## config.mk

```make
export PLATFORM = sky130hd
export DESIGN_NAME = torus_vc_route
export DESIGN_NICKNAME = d
export VERILOG_FILES = /design/src/rtl/torus_rc_pkg.sv /design/src/rtl/torus_dim_scan.sv /design/src/rtl/torus_lvl_calc.sv /design/src/rtl/torus_out_stage.sv /design/src/rtl/torus_vc_route.sv
export SDC_FILE = /design/constraint.sdc
export NUM_CORES = 1
export LEC_CHECK = 0
export BUFFER_PORTS_ARGS = -buffer_cell sky130_fd_sc_hd__buf_4
export CORE_AREA = 2 2 39 41
export CTS_BUF_LIST = sky130_fd_sc_hd__clkbuf_16
export CTS_CLUSTER_SIZE = 10
export DETAILED_ROUTE_END_ITERATION = 7
export DIE_AREA = 0 0 41 43
export PLACE_DENSITY = 0.65
export SYNTH_ARGS = -nofsm -noshare
export SYNTH_HDL_FRONTEND = slang
export SYNTH_HIERARCHICAL = 1
export SYNTH_SLANG_ARGS = --single-unit
```

## constraint.sdc

```tcl
create_clock -name clk -period 2.1 [get_ports clk]
set_input_delay 0.21 -clock clk [delete_from_list [all_inputs] [get_ports clk]]
set_output_delay 0.21 -clock clk [all_outputs]
set_load 0.02 [all_outputs]
```

## src/rtl/torus_rc_pkg.sv

```systemverilog
package torus_rc_pkg;

    // Outcome class of one routing decision
    typedef enum logic [1:0] {
        RK_IDLE  = 2'd0,
        RK_HOP   = 2'd1,
        RK_EJECT = 2'd2,
        RK_FAULT = 2'd3
    } route_kind_e;

    // Bits needed to index n distinct values, at least one
    function automatic int width_of(input int n);
        return (n <= 2) ? 1 : $clog2(n);
    endfunction

endpackage

```

## src/rtl/torus_dim_scan.sv

```systemverilog
module torus_dim_scan #(
    parameter int K  = 4,
    parameter int N  = 2,
    parameter int CW = 2,
    parameter int DW = 1
) (
    input  logic [N*CW-1:0] cur,
    input  logic [N*CW-1:0] dst,
    output logic            at_dest,
    output logic [DW-1:0]   sel_dim,
    output logic [CW-1:0]   sel_coord
);

    logic [N-1:0] differs;

    // One comparator per dimension
    for (genvar d = 0; d < N; d++) begin : g_cmp
        assign differs[d] = cur[d*CW +: CW] != dst[d*CW +: CW];
    end

    assign at_dest = ~|differs;

    // Lowest differing dimension wins: dimension order
    always_comb begin
        logic found;
        found   = 1'b0;
        sel_dim = '0;
        for (int d = 0; d < N; d++) begin
            if (!found && differs[d]) begin
                found   = 1'b1;
                sel_dim = DW'(d);
            end
        end
    end

    // Coordinate of this node in the chosen dimension
    always_comb begin
        sel_coord = '0;
        for (int d = 0; d < N; d++) begin
            if (sel_dim == DW'(d)) sel_coord = cur[d*CW +: CW];
        end
    end

endmodule

```

## src/rtl/torus_lvl_calc.sv

```systemverilog
module torus_lvl_calc
    import torus_rc_pkg::*;
#(
    parameter int K  = 4,
    parameter int N  = 2,
    parameter int CW = 2,
    parameter int LW = 2
) (
    input  logic [CW-1:0] sel_coord,
    input  logic          at_dest,
    input  logic [LW-1:0] in_lvl,
    output route_kind_e   kind,
    output logic [LW-1:0] lvl_out
);

    logic wraps;
    logic spent;

    assign wraps = sel_coord == CW'(K - 1);
    assign spent = in_lvl >= LW'(N);

    always_comb begin
        if (at_dest) begin
            kind    = RK_EJECT;
            lvl_out = '0;
        end else if (wraps && spent) begin
            kind    = RK_FAULT;
            lvl_out = in_lvl;
        end else begin
            kind    = RK_HOP;
            lvl_out = in_lvl + LW'(wraps);
        end
    end

endmodule

```

## src/rtl/torus_out_stage.sv

```systemverilog
module torus_out_stage
    import torus_rc_pkg::*;
#(
    parameter int DW      = 1,
    parameter int LW      = 2,
    parameter bit REG_OUT = 1'b1
) (
    input  logic          clk,
    input  logic          rst,
    input  logic          in_valid,
    input  route_kind_e   kind,
    input  logic [DW-1:0] dim,
    input  logic [LW-1:0] lvl,
    output logic          out_valid,
    output logic          out_eject,
    output logic          out_err,
    output logic [DW-1:0] out_dim,
    output logic [LW-1:0] out_lvl
);

    route_kind_e   k_eff;
    logic          v_n, ej_n, er_n;
    logic [DW-1:0] dim_n;
    logic [LW-1:0] lvl_n;

    always_comb begin
        k_eff = in_valid ? kind : RK_IDLE;
        v_n   = in_valid;
        ej_n  = k_eff == RK_EJECT;
        er_n  = k_eff == RK_FAULT;
        dim_n = (k_eff == RK_HOP || k_eff == RK_FAULT) ? dim : '0;
        lvl_n = (k_eff == RK_HOP || k_eff == RK_FAULT) ? lvl : '0;
    end

    if (REG_OUT) begin : g_reg
        logic armed_q;

        always_ff @(posedge clk) begin
            if (rst) begin
                out_valid <= 1'b0;
                out_eject <= 1'b0;
                out_err   <= 1'b0;
                out_dim   <= '0;
                out_lvl   <= '0;
                armed_q   <= 1'b0;
            end else begin
                out_valid <= v_n;
                out_eject <= ej_n;
                out_err   <= er_n;
                out_dim   <= dim_n;
                out_lvl   <= lvl_n;
                armed_q   <= 1'b1;
            end
        end


        valid_follow_chk: assert property (@(posedge clk) disable iff (rst)
            armed_q |-> (out_valid == $past(in_valid)));


        reset_clear_chk: assert property (@(posedge clk)
            $past(rst) |-> (!out_valid && !out_eject && !out_err));
    end else begin : g_comb
        always_comb begin
            out_valid = v_n;
            out_eject = ej_n;
            out_err   = er_n;
            out_dim   = dim_n;
            out_lvl   = lvl_n;
        end
    end

endmodule

```

## src/rtl/torus_vc_route.sv

```systemverilog
module torus_vc_route
    import torus_rc_pkg::*;
#(
    parameter int  K       = 4,
    parameter int  N       = 2,
    parameter bit  REG_OUT = 1'b1,
    localparam int CW      = width_of(K),
    localparam int LW      = width_of(N + 1),
    localparam int DW      = width_of(N)
) (
    input  logic            clk,
    input  logic            rst,
    input  logic            in_valid,
    input  logic [N*CW-1:0] cur_coord,
    input  logic [N*CW-1:0] dst_coord,
    input  logic [LW-1:0]   in_lvl,
    output logic            out_valid,
    output logic            out_eject,
    output logic            out_err,
    output logic [DW-1:0]   out_dim,
    output logic [LW-1:0]   out_lvl
);

    logic          at_dest;
    logic [DW-1:0] sel_dim;
    logic [CW-1:0] sel_coord;
    route_kind_e   kind;
    logic [LW-1:0] next_lvl;

    torus_dim_scan #(.K(K), .N(N), .CW(CW), .DW(DW)) u_scan (
        .cur       (cur_coord),
        .dst       (dst_coord),
        .at_dest   (at_dest),
        .sel_dim   (sel_dim),
        .sel_coord (sel_coord)
    );

    torus_lvl_calc #(.K(K), .N(N), .CW(CW), .LW(LW)) u_lvl (
        .sel_coord (sel_coord),
        .at_dest   (at_dest),
        .in_lvl    (in_lvl),
        .kind      (kind),
        .lvl_out   (next_lvl)
    );

    torus_out_stage #(.DW(DW), .LW(LW), .REG_OUT(REG_OUT)) u_out (
        .clk       (clk),
        .rst       (rst),
        .in_valid  (in_valid),
        .kind      (kind),
        .dim       (sel_dim),
        .lvl       (next_lvl),
        .out_valid (out_valid),
        .out_eject (out_eject),
        .out_err   (out_err),
        .out_dim   (out_dim),
        .out_lvl   (out_lvl)
    );

    // a hop never lowers the level and raises it by at most one
    lvl_no_drop_chk: assert property (@(posedge clk) disable iff (rst)
        (in_valid && kind == RK_HOP) |->
            (next_lvl >= in_lvl && next_lvl - in_lvl <= LW'(1)));


    eject_clean_chk: assert property (@(posedge clk) disable iff (rst)
        (in_valid && at_dest) |-> (kind == RK_EJECT && next_lvl == '0));


    fault_budget_chk: assert property (@(posedge clk) disable iff (rst)
        (in_valid && kind == RK_FAULT) |-> (in_lvl >= LW'(N) && !at_dest));

    // the chosen dimension is never one that already matches
    dim_pick_chk: assert property (@(posedge clk) disable iff (rst)
        (in_valid && !at_dest) |->
            (cur_coord[sel_dim*CW +: CW] != dst_coord[sel_dim*CW +: CW]));

endmodule

```

**Word-level counts from Yosys, hierarchy flattened**

Index checks and enable logic that the tools add are counted.

- Output and inout port bits: 6
- Bits in registers: 6
- Word-level logic and storage cells: 29

- Add/subtract/negate cells: 1
- Multiplexer cells: 7
- Reduce and logical (&&, ||, !) cells: 7
- Bitwise gates (word level): 2
- Order comparisons: 1
- Equality and inequality tests: 6

Operators with widths:

| kind | count |
|---|---|
| $mux W2 | 5 |
| $eq A2 B2 Y1 const B | 3 |
| $ne A2 B2 Y1 | 2 |
| $reduce_or A2 Y1 | 2 |
| $reduce_or A3 Y1 | 1 |
| $add A2 B1 Y2 | 1 |
| $eq A2 B1 Y1 const B | 1 |
| $ge A2 B2 Y1 const B | 1 |
| $logic_and A1 B1 Y1 | 2 |
| $mux W1 | 2 |
| $not A1 Y1 | 2 |
| $logic_not A1 Y1 | 1 |
| $logic_or A1 B1 Y1 | 1 |

**Depth between registers and ports, before layout**

Gate-level depths: netlist of the first run.

- Depth after elaboration: 15
- Depth in mapped cells: 9

**Modules after synthesis**

The synthesis of the first run kept the hierarchy.

By module, submodules not included:

| module | cells each | sequential area each (µm²) | instances | area an instance (µm²) |
|---|---|---|---|---|
| torus_out_stage | 12 | 120.1 | 1 | 186.4 |
| torus_dim_scan | 18 | 0.0 | 1 | 131.4 |
| torus_lvl_calc | 11 | 0.0 | 1 | 77.6 |

**Worst setup path after synthesis of the first run**

Ideal clock, no wire load.

- Kind: in2reg
- Start: input dst_coord[2]
- End: register u_out.out_lvl[0]
- Buffers on the path: 0
- Arrival: 1.650 ns
- Library setup time: 0.118 ns
- Path slack: 0.332 ns
- Cell stages on the path: 9
- Data required time: 1.982 ns
- Cells stage by stage: xor2_1 -> or3b_1 -> a32o_1 -> nand2_1 -> inv_1 -> ha_1 -> nand2b_1 -> mux2i_1 -> and4b_2

- Cells in the longest elaborated chain, start to end: 13

RTL lines:

| item | RTL line | text |
|---|---|---|
| from (decl) | torus_vc_route.sv:15 | `input logic [N*CW-1:0] dst_coord,` |
| $ne A2 B2 Y1 * | torus_dim_scan.sv:18 | `assign differs[d] = cur[d*CW +: CW] != dst[d*CW +: CW];` |
| $logic_and A1 B1 Y1 * | torus_dim_scan.sv:29 | `if (!found && differs[d]) begin` |
| $mux W1 * | torus_dim_scan.sv:29 |  |
| $mux W2 * | torus_dim_scan.sv:40 | `if (sel_dim == DW'(d)) sel_coord = cur[d*CW +: CW];` |
| named net sel_coord[1] | torus_vc_route.sv:26 | `logic [CW-1:0] sel_coord;` |
| $eq A2 B2 Y1 * | torus_lvl_calc.sv:19 | `assign wraps = sel_coord == CW'(K - 1);` |
| $logic_and A1 B1 Y1 | torus_lvl_calc.sv:26 | `end else if (wraps && spent) begin` |
| $mux W2 | torus_lvl_calc.sv:26 |  |
| $mux W2 | torus_lvl_calc.sv:23 | `if (at_dest) begin` |
| $mux W2 | torus_out_stage.sv:27 | `k_eff = in_valid ? kind : RK_IDLE;` |
| $eq A2 B1 Y1 or $eq A2 B2 Y1 (tied branches) | torus_out_stage.sv:32 | `lvl_n = (k_eff == RK_HOP \|\| k_eff == RK_FAULT) ? lvl : '0;` |
| $logic_or A1 B1 Y1 | torus_out_stage.sv:32 |  |
| $not A1 Y1 (no line) | - |  |
| $reduce_or A3 Y1 (no line) | - |  |
| to (signal assigned) | torus_out_stage.sv:51 | `out_lvl <= lvl_n;` |
| to (decl) | torus_out_stage.sv:18 | `output logic [LW-1:0] out_lvl` |

Mark *: on every way through the listed nets, which the timed path passes. The rest lies on a longest branch.
A chain may end at the register's enable or synchronous reset.

**Worst setup path in the final report of the first run**

Ends and elaborated chain as after synthesis.

==> flow_results.org, run 1 <==
** Yosys
- In this run the mean area of a mapped cell was 9.64 um^2.
- XOR/XNOR Fraction of Synth Area :: 0.133
- Sequential fraction of the synthesis area :: 0.304
- Yosys printed 6 warnings.
- Of the post-synthesis cell area, the part taken by muxes is 0.0253.
- By area, the combinational part of the netlist is dominated by simple AND/OR/NAND/NOR gates.
- The fraction of the mapped netlist area in compound gates came to 0.158.
- Simple-gate area share of the yosys netlist :: 0.329
- Of the total synthesized cell area, the portion taken by full adders, half adders and majority gates is 0.0316.
- Cell area after synthesis :: 395 um^2
- Counting every instance in the synthesized netlist gives 41.
- Number of synthesized register bits :: 6
- Number of different library cells in the post-synthesis netlist :: 22
- Synthesized netlist net count :: 55

** Cells and area
- Register Area :: 120 um^2
- Fill cell count :: 136
- 0 antenna diodes ended up in the layout.
- From synthesis to final layout, the design area changed by 62.0%.
- The multi-input combinational cells in the finished layout cover a total of 268 um^2.
- Of the cells placed in the final design, the portion with a size suffix greater than 1 is 0.469.
- In the final design database the tool counted 80 nets.

** STA
- Maximum clock rate :: 576 MHz
- Max-slew headroom at the worst pin :: 0.711
- The number of hold-slack violations in the final timing report was 0.
- Time the final worst path needs with I/O delays and setup :: 1.74 ns
- Setup-violating endpoint count in the final report :: 0
- The number of max-slew violations in the final report is 0.
- Post-route clock period utilization :: 0.827
- Setup tns final :: 0 ns
- For the pin with the worst max-slew slack, the measured transition is 0.430 ns.
- After layout, the worst setup slack is 0.363 ns.
- Setup repair after global routing left no endpoint under its margin.

** Worst hold path
- The path class of the tightest hold or removal check is in -> reg.
- Worst Hold Path Cells :: 2
- In this run the most critical hold path is launched from in_valid.
- Worst-case hold path end point :: u_out/out_valid

** Placed design
- Prior to clock tree synthesis, the placed netlist has a worst setup slack of 0.144 ns.
- Buffers placed on the I/O ports in this run total 18.
- After legalization and detailed placement, the total HPWL measured 640 um.
- Routability-driven placement finished with a final weighted congestion of 0.672.

** CTS
- For this design, the CTS-stage hold fixing added 0 buffers.
- Clock transition at the registers of the reported paths :: 0.03 ns
- Clock tree synthesis inserted a total of 3 buffers.
- Number of post-CTS setup repair buffers :: 0
- The number of gates resized after CTS was 0.
- The tree is rooted in a clkbuf_16.
- TritonCTS built the clock tree.
- Number of H-tree levels :: 1
- For this design, the sink count on the clock tree is 6.
- The longest clock path from root to sink contains 2 buffers.

** Global route
- Initial antenna violation count :: 0
- Pin count of the biggest net entering global routing :: 7
- GR Overflow Total :: 0
- Overall fraction of global-route tracks in use :: 0.111
- Vias in the first global route :: 339
- The first global-routing pass estimated 1.24 mm of wire.

** Detailed routing
- The detailed router placed 394 vias in this run.
- In this run, the number of DRC markers left after iteration 0 of detailed routing was 6.
- Number of iterations in the first detailed-routing pass :: 4
- Antenna-violating nets left :: 0
- For this run, design rule violations remaining after detail routing come to 0.
- Detailed Route WL :: 800 um
- WL per Instance :: 10.0 um
- Vias per std cell :: 4.93

** Floorplanning
- Area of the die :: 0.00176 mm^2
- I/O Pins :: 19
- Effective utilization at floorplan :: 0.286
- Die width :: 41 um
- The die is 43 um tall.
- The core region is 0.00138 mm^2.
- The floorplan has 14 rows.

** Worst setup path
- Data on the critical path is required at its endpoint by 2.27 ns.
- In this run the worst path has a maximum fanout of 2.
- Critical path startpoint category :: primary input
- Path type of the worst setup path :: in -> reg
- Element type at the critical path end :: flip-flop
- Worst path arrival time :: 1.90 ns

** Power
- Worst VDD drop :: 0.365 mV
- Static Leakage :: 0.299 nW
- Power spread over the standard cell area amounts to 820 mW/mm^2.

** Run
- The tool flagged a number of max-cap violations equal to 0.

** Outcome
- Outcome :: completed
-- per-layer routing --
layer | up-vias | track usage | part of all wire | wire, um
met2 | 20 | 0.153 | 0.48 | 386
met5 | - | 0 | 0 | 0
li1 | 200 | - | - | -
met1 | 170 | 0.111 | 0.36 | 290
met3 | 4 | 0.0314 | 0.10 | 83
met4 | 0 | 0.140 | 0.050 | 40
-- synthesized netlist by cell type (all sizes together) --
cell type  count  share of area
dfxtp          6           0.30
and4b          4           0.11
xor2           4          0.089
a31oi          2          0.032
inv            2          0.019
nand2          2          0.019
nand2b         2          0.032
nor2           2          0.019
nor3           2          0.025
o21bai         2          0.038
xnor2          2          0.044
a221oi         1          0.022
a32o           1          0.025
and2b          1          0.022
and3           1          0.028
and4bb         1          0.032
ha             1          0.032
mux2i          1          0.025
o211ai         1          0.019
o32ai          1          0.022
or2            1          0.016
or3b           1          0.022
-- worst max-delay path by stage --
stage / from / end
2_1_floorplan: dst_coord[2] / u_out/out_lvl[0]
6_report: dst_coord[2] / u_out/out_lvl[0]
3_3_place_gp: dst_coord[2] / u_out/out_lvl[0]
5_1_grt: dst_coord[0] / u_out/out_lvl[1]
3_5_place_dp: dst_coord[2] / u_out/out_lvl[0]
4_1_cts: dst_coord[2] / u_out/out_lvl[0]
-- area by class of cell --
| cell class | count | share of cell area |
|---|---|---|
| inverter | 2 | 0.0117 |
| timing repair buffer | 20 | 0.234 |
| sequential | 6 | 0.187 |
| tap | 16 | 0.0313 |
| multi-input combinational | 33 | 0.418 |
| clock buffer | 3 | 0.117 |
-- registers in the layout (all words and copies together) (netlist names) --
| name | cells |
|---|---|
| u_out/out_valid | 1 |
| u_out/out_err | 1 |
| u_out/out_eject | 1 |
| u_out/out_lvl | 2 |
| u_out/out_dim | 1 |
-- power by group --
part	total (mW)	internal [mW]	switching [mW]
Combinational	0.103	0.0548	0.0477
Sequential	0.121	0.120	0.00116
Clock	0.301	0.244	0.0576
Total	0.525	0.419	0.106
-- worst max-delay path, stage by stage --
cell and delay, ns:
buf_4 0.12, xor2_1 0.17, or3b_1 0.35, a32o_1 0.28, nand2_1 0.08, inv_1 0.05, ha_1 0.26, nand2b_1 0.05
mux2i_1 0.12, and4b_2 0.22
-- metrics by stage --
stage | instances | power, mW | hold WS, ns | util | area (um^2)
finish | 80 | 0.525 | 0.242 | 0.463 | 641
global route | 80 | 0.549 | 0.250 | 0.463 | 641
CTS | 80 | 0.532 | 0.242 | 0.463 | 641
detailed placement | 77 | 0.225 | 0.474 | 0.409 | 566
global placement | 77 | 0.224 | 0.473 | 0.409 | 566
floorplan | 41 | 0.179 | 0.352 | - | 395
-- logic make-up (layout without fill, tap and decap cells) --
family,Yosys count,in the layout
flip-flops,6,6
multiplexers,1,1
adder cells (fa/ha/maj),1,1
buffers and inverters,2,25
AO/OA/AOI/OAI,8,8
AND/OR/NAND/NOR,17,17
XOR/XNOR,6,6
-- placed cells by master, fill, tap and decap left out, drive strengths merged --
master,count
buf,20
dfxtp,6
and4b,4
xor2,4
clkbuf,3
nand2,2
inv,2
nand2b,2
o21bai,2
a31oi,2
xnor2,2
nor2,2
nor3,2
and3,1
mux2i,1
or2,1
ha,1
and4bb,1
and2b,1
o32ai,1
a221oi,1
or3b,1
o211ai,1
a32o,1
No activity file was read; power rests on OpenSTA's default activity.
==> inputs of run 2 (changes only) <==
Clock period 2.1 ns to 1.7 ns, I/O delays scaled along.
==> run 2 against run 1 <==
Combinational power rose by 48%. Die area unchanged. Critical path depth unchanged. Sequential cell count unchanged. Count of clock-buffer cells in the layout unchanged. First-iteration DRC count increased by 33%. Largest cell class unchanged. Clock power up 25%. Power up 29%. Non-clock buffer count up 7. Via count is 7.4% higher. Routed wire length increased by 11%. Critical endpoint unchanged.
==> flow_results.org, run 2 (synthesis gave the netlist of run 1 again) <==
** STA
- The sum of negative setup slack is 0 ns (unchanged).
- Timing would allow up to 612 MHz.
- Worst Setup Slack, final :: 0.0647 ns (-0.298 ns)
- The number of hold-slack violations in the final timing report is 0 (unchanged).
- The max-slew headroom at the worst pin is 0.709 (-0.00278).
- Time the final worst path needs with I/O delays and setup :: 1.64 ns
- The number of max-slew violations in the final report is 0 (unchanged).
- The worst-margin pin slew was 0.434 ns (+0.00413 ns).
- RSZ-0062 raised after global routing :: true
- Post-route clock period utilization :: 0.962
- The final count of negative-setup-slack endpoints came to 0 (unchanged).

** Global route
- Initial antenna violation count :: 0 (unchanged)
- Overall fraction of global-route tracks in use :: 0.109 (-0.00189)
- The wire length of the first global-routing pass was 1.26 mm (+1.6%).
- Vias in the first global route :: 336 (-0.88%)
- GR Overflow Total :: 0 (unchanged)
- Pin count of the biggest net entering global routing :: 7 (unchanged)

** Placed design
- The total instance count after detailed placement is 84 (+9.1%).
- Placed wire-length estimate after detailed placement :: 699 um (+9.2%)
- The total of buffers placed on input and output ports is 18 (unchanged).
- The worst slack at placement was -0.217 ns (-0.360 ns).
- Final weighted congestion in routability-driven placement :: 0.648 (-3.6%)

** Worst setup path
- The required time at the endpoint of the critical path was 1.81 ns (-0.46 ns).
- The worst setup path is of the in -> reg kind.
- On the critical path, the stage with the largest delay is an instance of or3b_1.
- Critical Path Max Stage Delay :: 0.35 ns (about the same)
- Buf/Inv on CP :: 2 (unchanged)
- Worst path arrival time :: 1.75 ns (-0.15 ns)
- Family of cells with the greatest summed delay on the critical path :: simple AND/OR/NAND/NOR gates
- Highest fanout seen on the critical path :: 2 (unchanged)
- Traced cell by cell, the critical path runs through buf_4, xor2_1, or3b_1, a32o_2, nand2_2, inv_1, ha_1, nand2b_1, mux2i_1, and4b_2.
- Launching instance or port of the critical path :: dst_coord[2]
- STA classifies the critical path endpoint as a flip-flop.
- Critical path startpoint category :: primary input

** Detailed routing
- Antenna-violating nets left :: 0 (unchanged)
- Remaining design rule violation count :: 0 (unchanged)
- The initial detailed-routing violation count is 8 (+2).
- The total via count after detailed routing was 423 (+7.4%).
- Vias per std cell :: 4.86 (-1.3%)
- Detailed Route WL :: 891 um (+11%)
- Number of iterations in the first detailed-routing pass :: 3 (-1)
- The per-cell routed wire length came to 10.2 um (+2.4%).

** CTS
- Number of post-CTS setup repair buffers :: 0 (unchanged)
- TritonCTS built the clock tree.
- TritonCTS buffer count :: 3 (unchanged)
- Clock buffer depth :: 2 (unchanged)
- Clock transition at the registers of the reported paths :: 0.03 ns (about the same)
- The cell sitting at the root of the clock tree is a clkbuf_16.
- The maximum level of the CTS H-tree is 1 (unchanged).
- Sink count of the clock tree :: 6 (unchanged)

** Cells and area
- Most used cells in the layout excluding fill and tap cells :: 27 x buf_4, 6 x dfxtp_1, 4 x and4b_2, 4 x xor2_1, 3 x clkbuf_16
- Register ranked first by flip-flop count :: u_out/out_lvl
- Post-route insts no fill :: 87 (+8.8%)
- Diode count :: 0 (unchanged)
- The ratio of cells with drive above 1 in the final layout came to 0.563 (+0.0946).
- Number of nets at the end of the flow :: 87 (+8.8%)
- Relative to the synthesized area, the layout overhead comes to 77.8%.
- The library cell used most frequently in the layout, excluding fill and tap cells, is buf_4.
- The flip-flop count of the largest register after layout came to 2 (unchanged).
- The fraction of the core area covered by cells at the end of the flow was 0.508 (+0.0452).

** Power
- Static Leakage :: 0.338 nW (+13%)
- The overall power after layout is 0.677 mW (+29%).
- The power density of the placed cells is 963 mW/mm^2 (+17%).
- Worst VDD drop :: 0.382 mV (+4.6%)

** Floorplanning
- Die width :: 41 um (unchanged)
- The placeable core area is 0.00138 mm^2 (unchanged).
- The vertical extent of the die is 43 um (unchanged).
- The number of cell rows is 14 (unchanged).
- The die footprint was 0.00176 mm^2 (unchanged).
- The effective utilization at floorplan came to 0.286 (unchanged).
- The number of top-level design ports came to 19 (unchanged).

** Run
- Count of max-cap constraint violations :: 0 (unchanged)

** Outcome
- The flow ran to the end, and the final reports show no timing, DRC or antenna violations.

** Worst hold path
- The worst hold path belongs to the class in -> reg.
- Start point of the worst min-delay path :: in_valid
run 2: cell count changes in the layout (fill, tap and decap cells not counted):
cell | before | now
a32o_1 | 1 | 0
nand2_2 | 0 | 1
a221oi_1 | 1 | 0
a32o_2 | 0 | 1
buf_4 | 20 | 27
a221oi_2 | 0 | 1
nand2_1 | 2 | 1
run 2: repair_timing:
item | CTS | global route
endpoints found under the setup margin | 0 | 2
hold endpoints to repair | 0 | 0
hold buffers | 0 | 0
resized for setup | 0 | 3
run 2: area by class of cell:
cell class | count | area, um^2
Timing Repair Buffer | 27 | 203
Clock buffer | 3 | 75.1
Sequential cell | 6 | 120
Multi-Input combinational cell | 33 | 278
Inverter | 2 | 7.51
Tap cell | 16 | 20.0
Fill cell | 142 | 681
run 2: path summary, 6_finish.rpt:
check	endpoint	slack, ns	depth (start not counted)
worst min-delay path	u_out/out_valid	0.20	2
worst max-delay path	u_out/out_lvl[0]	0.06	10
run 2: report_power, final:
| group | switching [mW] | internal, mW | total [mW] |
|---|---|---|---|
| clock | 0.0742 | 0.301 | 0.375 |
| combinational | 0.0664 | 0.0852 | 0.152 |
| sequential | 0.00156 | 0.148 | 0.150 |
| total | 0.142 | 0.535 | 0.677 |
run 2: metrics by stage:
step / cell area, um^2 / hold WS [ns]
6_report: 703 / 0.200
5_1_grt: 703 / 0.219
4_1_cts: 693 / 0.200
3_5_place_dp: 618 / 0.432
3_3_place_gp: 618 / 0.432
2_1_floorplan: 395 / 0.312
run 2: layer usage:
layer,part of all wire,GRT usage,vias to the layer above
met5,0,0,-
met2,0.45,0.147,20
met1,0.41,0.131,182
li1,-,-,217
met3,0.095,0.0157,4
met4,0.043,0.120,0
==> inputs of run 3 (changes only) <==
Settings changed: PLACE_DENSITY 0.65 to 0.68.
Clock period 1.7 ns to 1.35 ns, I/O delays scaled along.
==> run 3 against run 2 <==
The flow now finishes with violations (setup timing). Non-clock buffer count grew 5. Hold slack lost 0.018 ns. Sequential power up 25%. Sequential cell count is the same. Clock power up 23%. Cell area up 15%. Final cell count is 5.7% higher. Largest power group unchanged.
==> flow_results.org, run 3 (synthesis gave the netlist of run 1 again) <==
** STA
- Post-route clock period utilization :: 1.17
- The number of max-slew violations in the final report was 0 (unchanged).
- The worst setup slack after layout came to -0.226 ns (-0.291 ns).
- RSZ-0062 raised after global routing :: true
- Derived from the worst setup path, the maximum achievable clock frequency is 634 MHz.
- Setup-violating endpoint count in the final report :: 4 (+4)
- Time the final worst path needs with I/O delays and setup :: 1.58 ns
- Hold violation total from the final report :: 0 (unchanged)
- Setup tns final :: -0.695 ns (-0.695 ns)
- The worst-margin pin slew came to 0.297 ns (-0.136 ns).
- Max-slew headroom at the worst pin :: 0.802 (+0.0931)

** Detailed routing
- WL per Instance :: 9.70 um (-5.3%)
- Sum of routed wire segments on met1 :: 357 um (-1.7%)
- The via-per-instance ratio is 4.70 (-3.4%).
- Length of routed met2 wiring :: 466 um (+15%)
- The remaining design rule violation count came to 0 (unchanged).
- Top layer in use :: met3
- The aggregate routed wire length was 892 um (+0.11%).
- Initial detailed-routing violation count :: 6 (-2)
- Antenna-violating nets left :: 0 (unchanged)
- Wire length on met3 :: 69 um (-19%)
- Number of iterations in the first detailed-routing pass :: 4 (+1)
- The total via count after detailed routing is 432 (+2.1%).

** CTS
- The clock-pin slew reported for the worst setup and hold paths after clock tree synthesis came to 0.03 ns (about the same).
- Sink count of the clock tree :: 6 (unchanged)
- Cell at the root of the clock tree :: clkbuf_16
- Number of buffers inserted by hold repair at cts :: 0 (unchanged)
- The maximum level of the CTS H-tree was 1 (unchanged).
- TritonCTS buffer count :: 3 (unchanged)
- TritonCTS built the clock tree.
- Clock buffer depth :: 2 (unchanged)

** Power
- The leakage component of the power is 0.373 nW (+10%).
- The proportion of power drawn by combinational gates came to 0.265 (+0.041).
- The power density of the placed cells came to 1090 mW/mm^2 (+13%).
- Worst VDD drop :: 0.463 mV (+21%)
- The net switching power of the design is 0.182 mW (+28%).
- The internal portion of total power is 0.702 mW (+31%).
- Switch share :: 0.206 (-0.00422)
- The share of total power in the clock network was 0.521 (-0.034).
- Share of power burned in registers :: 0.213 (-0.008)

** Global route
- Initial antenna violation count :: 0 (unchanged)
- The global-route usage over all layers was 0.122 (+0.0131).
- The aggregate global routing overflow was 0 (unchanged).
- The pin count of the biggest net entering global routing was 7 (unchanged).
- The number of global-route vias before repair was 406 (+21%).
- Global-route wire length before repair :: 1.48 mm (+18%)

** Cells and area
- Leaving out fill and tap cells, the most frequent cell in the layout is buf_4.
- The fraction of the core area covered by cells at the end of the flow came to 0.586 (+0.0778).
- Most used cells in the layout excluding fill and tap cells :: 30 x buf_4, 6 x dfxtp_1, 4 x and4b_2
- Counting flops per register, the top entry is u_out/out_lvl.
- The number of filler instances in the final layout is 116 (-18%).
- Largest register FFs :: 2 (unchanged)
- The ratio of cells with drive above 1 in the final layout came to 0.684 (+0.121).
- Number of nets at the end of the flow :: 92 (+5.7%)
- Diode count :: 0 (unchanged)
- Area growth syn-to-layout :: 105%

** Placed design
- The sum of net half-perimeters after detailed placement came to 733 um (+4.9%).
- Buffers on Ports :: 18 (unchanged)
- Final weighted congestion in routability-driven placement :: 0.681 (+5.1%)

** Worst setup path
- The worst setup path is captured at a flip-flop.
- The critical path arrival was 1.74 ns (about the same).
- Critical Path RT :: 1.51 ns (-0.30 ns)
- Path type of the worst setup path :: in -> reg
- Critical path startpoint category :: primary input
- The largest fanout on the critical path was 2 (unchanged).

** Floorplanning
- Die width :: 41 um (unchanged)
- Area of the die :: 0.00176 mm^2 (unchanged)
- Rows :: 14 (unchanged)
- The placeable core area was 0.00138 mm^2 (unchanged).
- I/O Pins :: 19 (unchanged)
- Vertical extent of the die :: 43 um (unchanged)
- The effective utilization at floorplan is 0.286 (unchanged).

** Run
- The number of max-cap violations came to 0 (unchanged).

** Worst hold path
- Worst Hold Path Cells :: 2 (unchanged)
- The tightest min-delay check is of the in -> reg type.

** Outcome
- The final reports fail on setup timing.
- The flow ran to the end, but the final reports show violations.
[run 3: final cells by class]
type	count	area (um^2)	share of cell area
flip-flops and latches	6	120	0.148
well taps	16	20.0	0.0247
multi-input cells	33	337	0.415
clock buffers	3	75.1	0.0926
repair buffers	32	251	0.310
inverters	2	7.51	0.00926
[run 3: per-layer routing]
| layer | global-route usage | up-vias |
|---|---|---|
| met4 | 0.0600 | 0 |
| li1 | - | 226 |
| met1 | 0.131 | 190 |
| met2 | 0.206 | 16 |
| met3 | 0.0314 | 0 |
| met5 | 0 | - |
[run 3: path summary, 6_finish.rpt]
| path | start | end | slack [ns] |
|---|---|---|---|
| max | dst_coord[2] | u_out/out_lvl[0] | -0.23 |
| min | in_valid | u_out/out_valid | 0.18 |
[run 3: power groups by stage]
stage               Combinational [mW]  Sequential, mW  Clock (mW)
floorplan                       0.0800           0.202           0
global placement                 0.204           0.191           0
detailed placement               0.207           0.191           0
CTS                              0.223           0.188       0.468
global route                     0.261           0.189       0.488
finish                           0.235           0.188       0.461
[run 3: worst max-delay path, cell delays in order]
cell      delay, ns
buf_8          0.11
xor2_4         0.17
or3b_1         0.34
a32o_2         0.26
nand2_2        0.07
inv_2          0.04
ha_4           0.25
nand2b_1       0.04
mux2i_1        0.10
and4b_2        0.21
[run 3: repair_timing]
action                     4_1_cts  5_1_grt
setup endpoints to repair        4        4
setup buffers                    1        0
pin swaps                        3        3
gates resized for setup          6        6
[run 3: metrics by stage]
stage	worst slack (ns)	cells	area (um^2)	hold slack [ns]	total power, mW
2_1_floorplan	-0.300	41	414	0.277	0.282
3_3_place_gp	-0.485	88	667	0.401	0.395
3_5_place_dp	-0.522	88	667	0.406	0.398
4_1_cts	-0.252	92	782	0.178	0.879
5_1_grt	-0.330	92	811	0.176	0.938
6_report	-0.226	92	811	0.182	0.884
